$ cat src/rtl/rxf_pkg.sv
package rxf_pkg;
  typedef enum logic [1:0] {
    MODE_ASYNC = 2'b00,
    MODE_BYTE  = 2'b01,
    MODE_BIT   = 2'b10
  } rx_mode_e;
endpackage

$ cat src/rtl/rxf_store.sv
module rxf_store #(
  parameter int DATA_W = 8,
  parameter int DEPTH  = 32
) (
  input  logic              clk,
  input  logic              rst,
  input  logic              wr_ok,
  input  logic [DATA_W-1:0] wr_data,
  input  logic              wr_eom,
  input  logic              rd_ok,
  output logic [DATA_W-1:0] rd_data,
  output logic              rd_eom
);
  localparam int PTR_W = $clog2(DEPTH);
  localparam logic [PTR_W-1:0] LAST = PTR_W'(DEPTH - 1);

  logic [DATA_W:0]   mem [DEPTH];
  logic [PTR_W-1:0]  wptr, rptr;
  logic [DATA_W:0]   out_q;

  // Array without reset so it maps onto block RAM.
  always_ff @(posedge clk) begin
    if (wr_ok) mem[wptr] <= {wr_eom, wr_data};
  end

  always_ff @(posedge clk) begin
    if (rst) begin
      out_q <= '0;
    end else if (rd_ok) begin
      out_q <= mem[rptr];
    end
  end

  always_ff @(posedge clk) begin
    if (rst) begin
      wptr <= '0;
      rptr <= '0;
    end else begin
      if (wr_ok) wptr <= (wptr == LAST) ? '0 : wptr + 1'b1;
      if (rd_ok) rptr <= (rptr == LAST) ? '0 : rptr + 1'b1;
    end
  end

  assign rd_data = out_q[DATA_W-1:0];
  assign rd_eom  = out_q[DATA_W];
endmodule

$ cat src/rtl/rxf_level.sv
module rxf_level #(
  parameter int DEPTH = 32
) (
  input  logic                         clk,
  input  logic                         rst,
  input  logic                         wr_en,
  input  logic                         rd_en,
  input  logic                         ovr_clr,
  output logic                         wr_ok,
  output logic                         rd_ok,
  output logic [$clog2(DEPTH+1)-1:0]   cnt,
  output logic [$clog2(DEPTH+1)-1:0]   cnt_next,
  output logic                         overrun
);
  localparam int CNT_W = $clog2(DEPTH + 1);
  localparam logic [CNT_W-1:0] FULL_CNT = CNT_W'(DEPTH);

  logic full, empty;

  assign full  = (cnt == FULL_CNT);
  assign empty = (cnt == '0);
  assign wr_ok = wr_en && !full;
  assign rd_ok = rd_en && !empty;

  always_comb begin
    case ({wr_ok, rd_ok})
      2'b10:   cnt_next = cnt + 1'b1;
      2'b01:   cnt_next = cnt - 1'b1;
      default: cnt_next = cnt;
    endcase
  end

  always_ff @(posedge clk) begin
    if (rst) begin
      cnt     <= '0;
      overrun <= 1'b0;
    end else begin
      cnt <= cnt_next;
      if (wr_en && full)  overrun <= 1'b1;
      else if (ovr_clr)   overrun <= 1'b0;
    end
  end
endmodule

$ cat src/rtl/rxf_ready.sv
module rxf_ready
  import rxf_pkg::*;
#(
  parameter int DEPTH = 32
) (
  input  logic                        clk,
  input  logic                        rst,
  input  logic [1:0]                  mode,
  input  logic [$clog2(DEPTH)-1:0]    thresh,
  input  logic                        irq_en,
  input  logic [$clog2(DEPTH+1)-1:0]  cnt_next,
  input  logic                        eom_in,
  output logic                        rx_ready,
  output logic                        irq,
  output logic                        dma_req
);
  localparam int CNT_W = $clog2(DEPTH + 1);

  logic set_lvl, set_eom, ready_n;

  assign set_lvl = cnt_next > CNT_W'(thresh);
  assign set_eom = eom_in && (mode == MODE_BIT);
  // Hysteresis: once up, only an empty buffer drops the flag.
  assign ready_n = set_lvl || set_eom || (rx_ready && (cnt_next != '0));

  always_ff @(posedge clk) begin
    if (rst) begin
      rx_ready <= 1'b0;
      irq      <= 1'b0;
      dma_req  <= 1'b0;
    end else begin
      rx_ready <= ready_n;
      irq      <= ready_n && irq_en;
      dma_req  <= ready_n;
    end
  end
endmodule

$ cat src/rtl/rx_ready_fifo.sv
module rx_ready_fifo #(
  parameter int DATA_W = 8,
  parameter int DEPTH  = 32
) (
  input  logic                        clk,
  input  logic                        rst,
  input  logic [1:0]                  mode,
  input  logic [$clog2(DEPTH)-1:0]    thresh,
  input  logic                        irq_en,
  input  logic                        wr_en,
  input  logic [DATA_W-1:0]           wr_data,
  input  logic                        wr_eom,
  input  logic                        rd_en,
  input  logic                        ovr_clr,
  output logic [DATA_W-1:0]           rd_data,
  output logic                        rd_eom,
  output logic [$clog2(DEPTH+1)-1:0]  level,
  output logic                        rx_ready,
  output logic                        irq,
  output logic                        dma_req,
  output logic                        overrun
);
  localparam int CNT_W = $clog2(DEPTH + 1);

  logic             wr_ok, rd_ok;
  logic [CNT_W-1:0] cnt_next;

  rxf_level #(.DEPTH(DEPTH)) u_level (
    .clk(clk), .rst(rst), .wr_en(wr_en), .rd_en(rd_en), .ovr_clr(ovr_clr),
    .wr_ok(wr_ok), .rd_ok(rd_ok), .cnt(level), .cnt_next(cnt_next),
    .overrun(overrun)
  );

  rxf_store #(.DATA_W(DATA_W), .DEPTH(DEPTH)) u_store (
    .clk(clk), .rst(rst), .wr_ok(wr_ok), .wr_data(wr_data), .wr_eom(wr_eom),
    .rd_ok(rd_ok), .rd_data(rd_data), .rd_eom(rd_eom)
  );

  rxf_ready #(.DEPTH(DEPTH)) u_ready (
    .clk(clk), .rst(rst), .mode(mode), .thresh(thresh), .irq_en(irq_en),
    .cnt_next(cnt_next), .eom_in(wr_ok && wr_eom),
    .rx_ready(rx_ready), .irq(irq), .dma_req(dma_req)
  );
endmodule

$ cat config.mk
export PLATFORM = sky130hd
export DESIGN_NAME = rx_ready_fifo
export DESIGN_NICKNAME = d
export VERILOG_FILES = /design/src/rtl/rxf_pkg.sv /design/src/rtl/rxf_store.sv /design/src/rtl/rxf_level.sv /design/src/rtl/rxf_ready.sv /design/src/rtl/rx_ready_fifo.sv
export SDC_FILE = /design/constraint.sdc
export NUM_CORES = 1
export LEC_CHECK = 0
export ABC_AREA = 1
export BUFFER_PORTS_ARGS = -buffer_cell sky130_fd_sc_hd__buf_2
export CORE_MARGIN = 8
export CORE_UTILIZATION = 25
export CTS_CLUSTER_DIAMETER = 50
export CTS_CLUSTER_SIZE = 8
export DETAILED_ROUTE_END_ITERATION = 8
export SYNTH_ARGS = -nofsm -noshare
export SYNTH_HDL_FRONTEND = slang
export SYNTH_SLANG_ARGS = --single-unit
export TNS_END_PERCENT = 10
$ cat constraint.sdc
create_clock -name clk -period 3 [get_ports clk]
set_input_delay 0.3 -clock clk [delete_from_list [all_inputs] [get_ports clk]]
set_output_delay 0.3 -clock clk [all_outputs]
set_load 0.03 [all_outputs]
-- Yosys cells after proc, flatten, opt, wreduce, memory -nomap -nowiden
Memories as Yosys holds them, arrays and structs flattened. A register that Yosys moved wholly into a read port is not among the register bits.
Index checks and enable logic that the tools add are counted.
- register bits: 19
- memory bits (writable): 288
- bits of input ports: 22
- output and inout port bits: 19
- word-level logic and storage cells: 39
- memories kept: 1
- add/sub/neg operators: 4
- magnitude comparators: 1
- equality and inequality tests: 6
- multiplexer cells: 7
- reduce and logical (&&, ||, !) cells: 14
- memory list (memory ; depth ; width ; rd ports ; clocked after Yosys merged registers in ; wr ports ; line ; RTL):
    u_store.mem ; 32 ; 9 ; 1 ; 1 ; 1 ; rxf_store.sv:17 ; logic [DATA_W:0] mem [DEPTH];
- operators with widths (cell ; number):
    case mux 6 bit (2 select lines) ; 1
    adder 5 x 1 -> 5 bit (second input constant) ; 2
    equality test 5 bit (second input constant) ; 2
    two-way mux 5 bit ; 2
    logical AND 1 bit ; 7
    adder 6 x 1 -> 6 bit (second input constant) ; 1
    equality test 6 bit (second input constant) ; 1
    > comparator 6 x 5 -> 1 bit ; 1
    zero test 6 bit ; 1
    nonzero test 6 bit ; 1
    subtractor 6 x 1 -> 6 bit (second input constant) ; 1
    equality test 2 bit (second input constant) ; 2
    two-way mux 1 bit ; 4
    equality test 2 x 1 -> 1 bit (second input constant) ; 1
    zero test 1 bit ; 2
    logical OR 1 bit ; 2
    nonzero test 2 bit ; 1

-- Depth between registers and ports, before layout
- depth after elaboration: 9
- gate-level depth with buffers: 26
- gate-level depth less buffers: 25

-- Cells and area by module
From an unflattened synthesis, not the netlist that was laid out.
- cell total of the unflattened synthesis: 1236
- area total of the unflattened synthesis: 13281.5 sq um
- by module, submodules not included (module ; times used ; cells each ; area each (sq um) ; sequential area each (sq um)):
    rxf_store ; 1 ; 1116 ; 12475.7 ; 9028.7
    rxf_level ; 1 ; 80 ; 553.0 ; 140.1
    rxf_ready ; 1 ; 38 ; 245.2 ; 40.0
    rx_ready_fifo ; 1 ; 2 ; 7.5 ; 0.0

-- Least setup slack after synthesis
Ideal clock, no wire load.
- path type: register to register
- start: register u_level.cnt[0]
- end: register u_ready.irq
- setup time: 0.128 ns
- arrival: 3.079 ns
- required time: 2.872 ns
- slack: -0.207 ns
- stages on the path, launching flop included: 27
- path buffers: 1
- period minus slack after synthesis: 3.207 ns
- cell sequence: dfxtp_1 -> nor2_1 -> nand4_1 -> nand2_1 -> inv_1 -> buf_2 -> ha_1 -> ha_1 -> nand2_1 -> nand2_1 -> inv_1 -> nand3_1 -> nand3_1 -> nand2_1 -> ha_1 -> nand2_1 -> inv_1 -> nand2_1 -> nand2_1 -> nand2_1 -> nand2_1 -> nand2_1 -> nand2_1 -> nor2_1 -> nand2_1 -> nand2_1 -> nor2_1
- longest elaborated chain between the ends: 9
- elaborated cells between the ends (all ways): 19
- those cells by class: add/sub: 2; order compare: 1; eq/ne: 3; mux: 1; reduce/logical: 12
- RTL lines (element ; line ; RTL):
    from (decl) ; rxf_level.sv:11 ; output logic [$clog2(DEPTH+1)-1:0] cnt,
    from (signal assigned) ; rxf_level.sv:38 ; cnt <= cnt_next;
    zero test 6 bit * ; rxf_level.sv:21 ; assign empty = (cnt == '0);
    zero test 1 bit * ; rxf_level.sv:23 ; assign rd_ok = rd_en && !empty;
    logical AND 1 bit * ; rxf_level.sv:23 ;
    net rd_ok ; rx_ready_fifo.sv:25 ; logic wr_ok, rd_ok;
    equality test 2 x 1 -> 1 bit / equality test 2 bit (equally long branches) ; rxf_level.sv:26 ; case ({wr_ok, rd_ok})
    case mux 6 bit (2 select lines) * ; rxf_level.sv:26 ;
    net cnt_next[3] ; rx_ready_fifo.sv:26 ; logic [CNT_W-1:0] cnt_next;
    > comparator 6 x 5 -> 1 bit / nonzero test 6 bit (equally long branches) ; rxf_ready.sv:21, rxf_ready.sv:24 ;
    logical OR 1 bit / logical AND 1 bit (equally long branches) ; rxf_ready.sv:24 ; assign ready_n = set_lvl || set_eom || (rx_ready && (cnt_next != '0));
    logical OR 1 bit * ; rxf_ready.sv:24 ;
    logical AND 1 bit * ; rxf_ready.sv:33 ; irq <= ready_n && irq_en;
    to (signal assigned) ; rxf_ready.sv:33 ;
    to (decl) ; rxf_ready.sv:14 ; output logic irq,
The timed path passes the listed nets; every way through them passes the cells marked *.
A chain may end at the register's enable or synchronous reset.

-- Worst setup path in the final report
- start: register u_level.cnt[2]
- end: register u_ready.irq
- longest elaborated chain between the ends: 9
- elaborated cells between the ends (all ways): 19
- those cells by class: add/sub: 2; order compare: 1; eq/ne: 3; mux: 1; reduce/logical: 12
- RTL lines (element ; line):
    branches (longest 4 deep; another with subtractor 6 x 1 -> 6 bit) ; n/a
    case mux 6 bit (2 select lines) * ; rxf_level.sv:26
    net cnt_next[3] ; rx_ready_fifo.sv:26
    > comparator 6 x 5 -> 1 bit / nonzero test 6 bit (equally long branches) ; rxf_ready.sv:21, rxf_ready.sv:24
    logical OR 1 bit / logical AND 1 bit (equally long branches) ; rxf_ready.sv:24
    logical OR 1 bit * ; rxf_ready.sv:24
    logical AND 1 bit * ; rxf_ready.sv:33
Mark *: on every way through the listed nets, which the timed path passes.

==> results.yml <==
run_status:
  status: "completed"
power_and_ir_drop:
  power_frac_comb_pct: 29.2
  pwr-share-seq_pct: 37.1
  cellInternalPower_uw: 9180
  p_clk_share_pct: 33.6
  p_switching_uw: 4810
  power.density_nw_per_um2: 888
  irDropWorstVdd_mv: 0.578
  p_total_uw: 14000
  p_leak_uw: 0.00572
  p_sw_share_pct: 34.4
yosys:
  synthTopCellsByCount: "299 x nand2_1, 288 x edfxtp_1, 140 x nor2_1"
  ys_ff_latch: 316
  yosysSeqAreaShare_pct: 69.8
  syn-num-nets: 1217
  yosysUniqueCellTypes: 29
  synth_top_area_share_pct: 65.5
  async_flop_share_pct: 0
  yosysMostFrequentCell: "nand2_1"
  syn_area_um2: 13200
  yosys-top-cells-area: "edfxtp_1 66%, nand2_1 8.5%, nand3_1 4.7%, dfxtp_1 4.2%, nor2_1 4.0%"
  synth.largest_area_cell: "edfxtp_1"
  yosys_warnings: 0
  synth_ff_type: "edfxtp_1"
  synthCells: 1177
  synth_edf_count: 288
  syn_area_per_cell_um2: 11.2
route:
  drt_iter0_markers: 736
  drc: 0
  vias: 8855
  wl_per_cell_um: 17.0
  ant_nets: 0
  via_per_inst: 4.47
  drtPass1Iterations: 6
  wirelength_um: 33600
floorplanning:
  dieArea_um2: 60400
  num_io_pins: 41
  rows: 84
  start_util_pct: 25.2
  die_w_um: 246
  core_area_um2: 52300
  die_h_um: 246
placement:
  place.gp.congestion: 0.788
  numPortBuffers: 40
  dp.cells: 1888
  post-dp-hpwl_um: 19500
global_route:
  antenna_found_initial: 0
  first_global_vias: 8612
  track_usage_pct: 10.7
  grt_pass1_wl_um: 51100
  grt_remaining_overflow: 0
  grt_max_degree: 148
timing:
  fmax_ghz: 0.359
  hold_violations: 0
  worst_slew_pin_slew_ns: 0.950
  max_slew_margin_pct: 36.6
  drv_slew: 0
  fin_crit_ns: 2.78
  finalHoldWorstSlack_ns: 0.0280
  finalCritPeriodShare_pct: 92.8
  finalSetupViolCount: 0
  skew_ns: 0.0271
setup_path:
  start_kind: "flop"
  cp_max_fo: 6
  cp-end-kind: "flop"
  crit_arrival_ns: 3.18
  worstSetupPathType: "reg2reg"
  cp.required_ns: 3.39
clock_tree:
  clock_path_buffers: 3
  path_clk_slew_ns: 0.05
  root_buffer: "clkbuf_16"
  cts_tree: "yes"
  h-tree-depth: 2
  cts_buffers: 46
  clock_latency_ns: 0.54
  clock-sinks: 316
finish:
  syn2layout_area_growth_pct: 19.4
  layout-drive-gt1-share_pct: 13.1
  nNetsFinal: 1293
  instances_no_fill: 1979
min_path:
  hp-class: "in2reg"
flow_run:
  cap_viol_max_count: 0
==> cell usage in the layout, fill, tap and decap left out, types with 2 or more instances in the layout <==
cell type and n:
a21boi_0 8, nand4_1 7, a21oi_1 32, inv_2 5, buf_2 40, dfxtp_4 2
nor2_4 2, o21ai_0 55, nand2_2 6, o22ai_1 27, xor2_1 4, dfxtp_1 20
nand3_2 2, o211ai_1 9, buf_12 3, o21ai_1 12, nor2_1 137, nor2_2 2
edfxtp_1 288, buf_4 46, ha_1 14, dfxtp_2 6, nand3_1 123, nor3_1 9
clkbuf_16 46, clkbuf_1 35, ha_4 2, inv_1 41, nand2_1 294
==> repair_timing <==
item	4_1_cts	5_1_grt
resized for setup	1	16
endpoints found under the setup margin	1	2
hold endpoints to repair	1	0
hold buffers	1	0
pin swaps	0	7
buffers inserted	0	4
==> metrics by stage <==
stage / setup slack, ns / TNS, ns / instance area (µm²) / util [%]
6_report: 0.216 / 0 / 15800 / 30.1
5_1_grt: -0.0610 / -0.0610 / 15800 / 30.1
4_1_cts: 0.00325 / 0 / 15700 / 29.9
3_5_place_dp: -0.0327 / -0.0327 / 14300 / 27.3
3_3_place_gp: 0.127 / 0 / 14300 / 27.3
2_1_floorplan: 0.00492 / 0 / 13200 / -
==> critical path, cell delays in order (launching register included) <==
cell and delay [ns]:
dfxtp_4 0.36, nor2_4 0.11, nand4_1 0.15, nand2_2 0.14
ha_4 0.20, ha_4 0.24, nand2_2 0.08, nand2_2 0.06
inv_1 0.06, nand3_1 0.11, nand3_2 0.10, nand2_1 0.06
ha_1 0.28, a21oi_1 0.15, nand2_1 0.06, nand2_1 0.05
nand2_1 0.05, nand2_1 0.06, nand2_1 0.07, nor2_2 0.11
nand2_1 0.06, nand2_1 0.06, nor2_1 0.03
==> cell families after synthesis <==
logic type	after synthesis	synth area share (%)
compound gates	147	6.21
xor+xnor	4	0.266
fa+ha+maj	18	1.76
buf+inv	109	3.87
flops	316	69.8
simple gates	583	18.1
==> power by group through the flow <==
stage               Combinational, µW  Clock (µW)  Sequential [µW]
finish                           4090        4710             5200
global route                     4570        4970             5220
CTS                              4010        4780             5180
detailed placement               3970           0             5270
global placement                 3890           0             5260
floorplan                        2640           0             5420
==> path summary, 6_finish.rpt <==
check / start / end / slack, ns / cells past startpoint
setup / recovery: u_level.cnt[2]$_SDFF_PP0_ / u_ready.irq$_SDFF_PP0_ / 0.22 / 22
hold / removal: ovr_clr / u_level.overrun$_SDFFE_PP0P_ / 0.03 / 4
setup reg to reg: u_level.cnt[2]$_SDFF_PP0_ / u_ready.irq$_SDFF_PP0_ / 0.22 / 22
hold reg to reg: u_level.overrun$_SDFFE_PP0P_ / u_level.overrun$_SDFFE_PP0P_ / 0.47 / 2
==> flip-flops by register name, indices dropped and copies added (netlist names) <==
name	flops
u_level.cnt	6
u_level.overrun	1
u_ready.irq	1
u_ready.rx_ready	1
u_store.mem	288
u_store.out_q	9
u_store.rptr	5
u_store.wptr	5
==> routing by layer <==
layer / track usage [%] / up-vias / routed length, µm
met5: 0 / - / 0
met4: 3.01 / 0 / 709
met3: 2.01 / 56 / 2040
met2: 17.9 / 278 / 16000
met1: 14.1 / 4255 / 14800
li1: - / 4266 / -
==> final cells by class <==
type                            count  area [µm²]
Antenna cell                        1        2.50
Multi-Input combinational cell    752        3540
Sequential cell                   316        9220
Inverter                           47         179
Clock buffer                       81        1280
Clock inverter                      4        52.6
Tap cell                          688         861
Fill cell                        5325       36600
Timing Repair Buffer               90         616
Power figures use the tool's default switching activity.
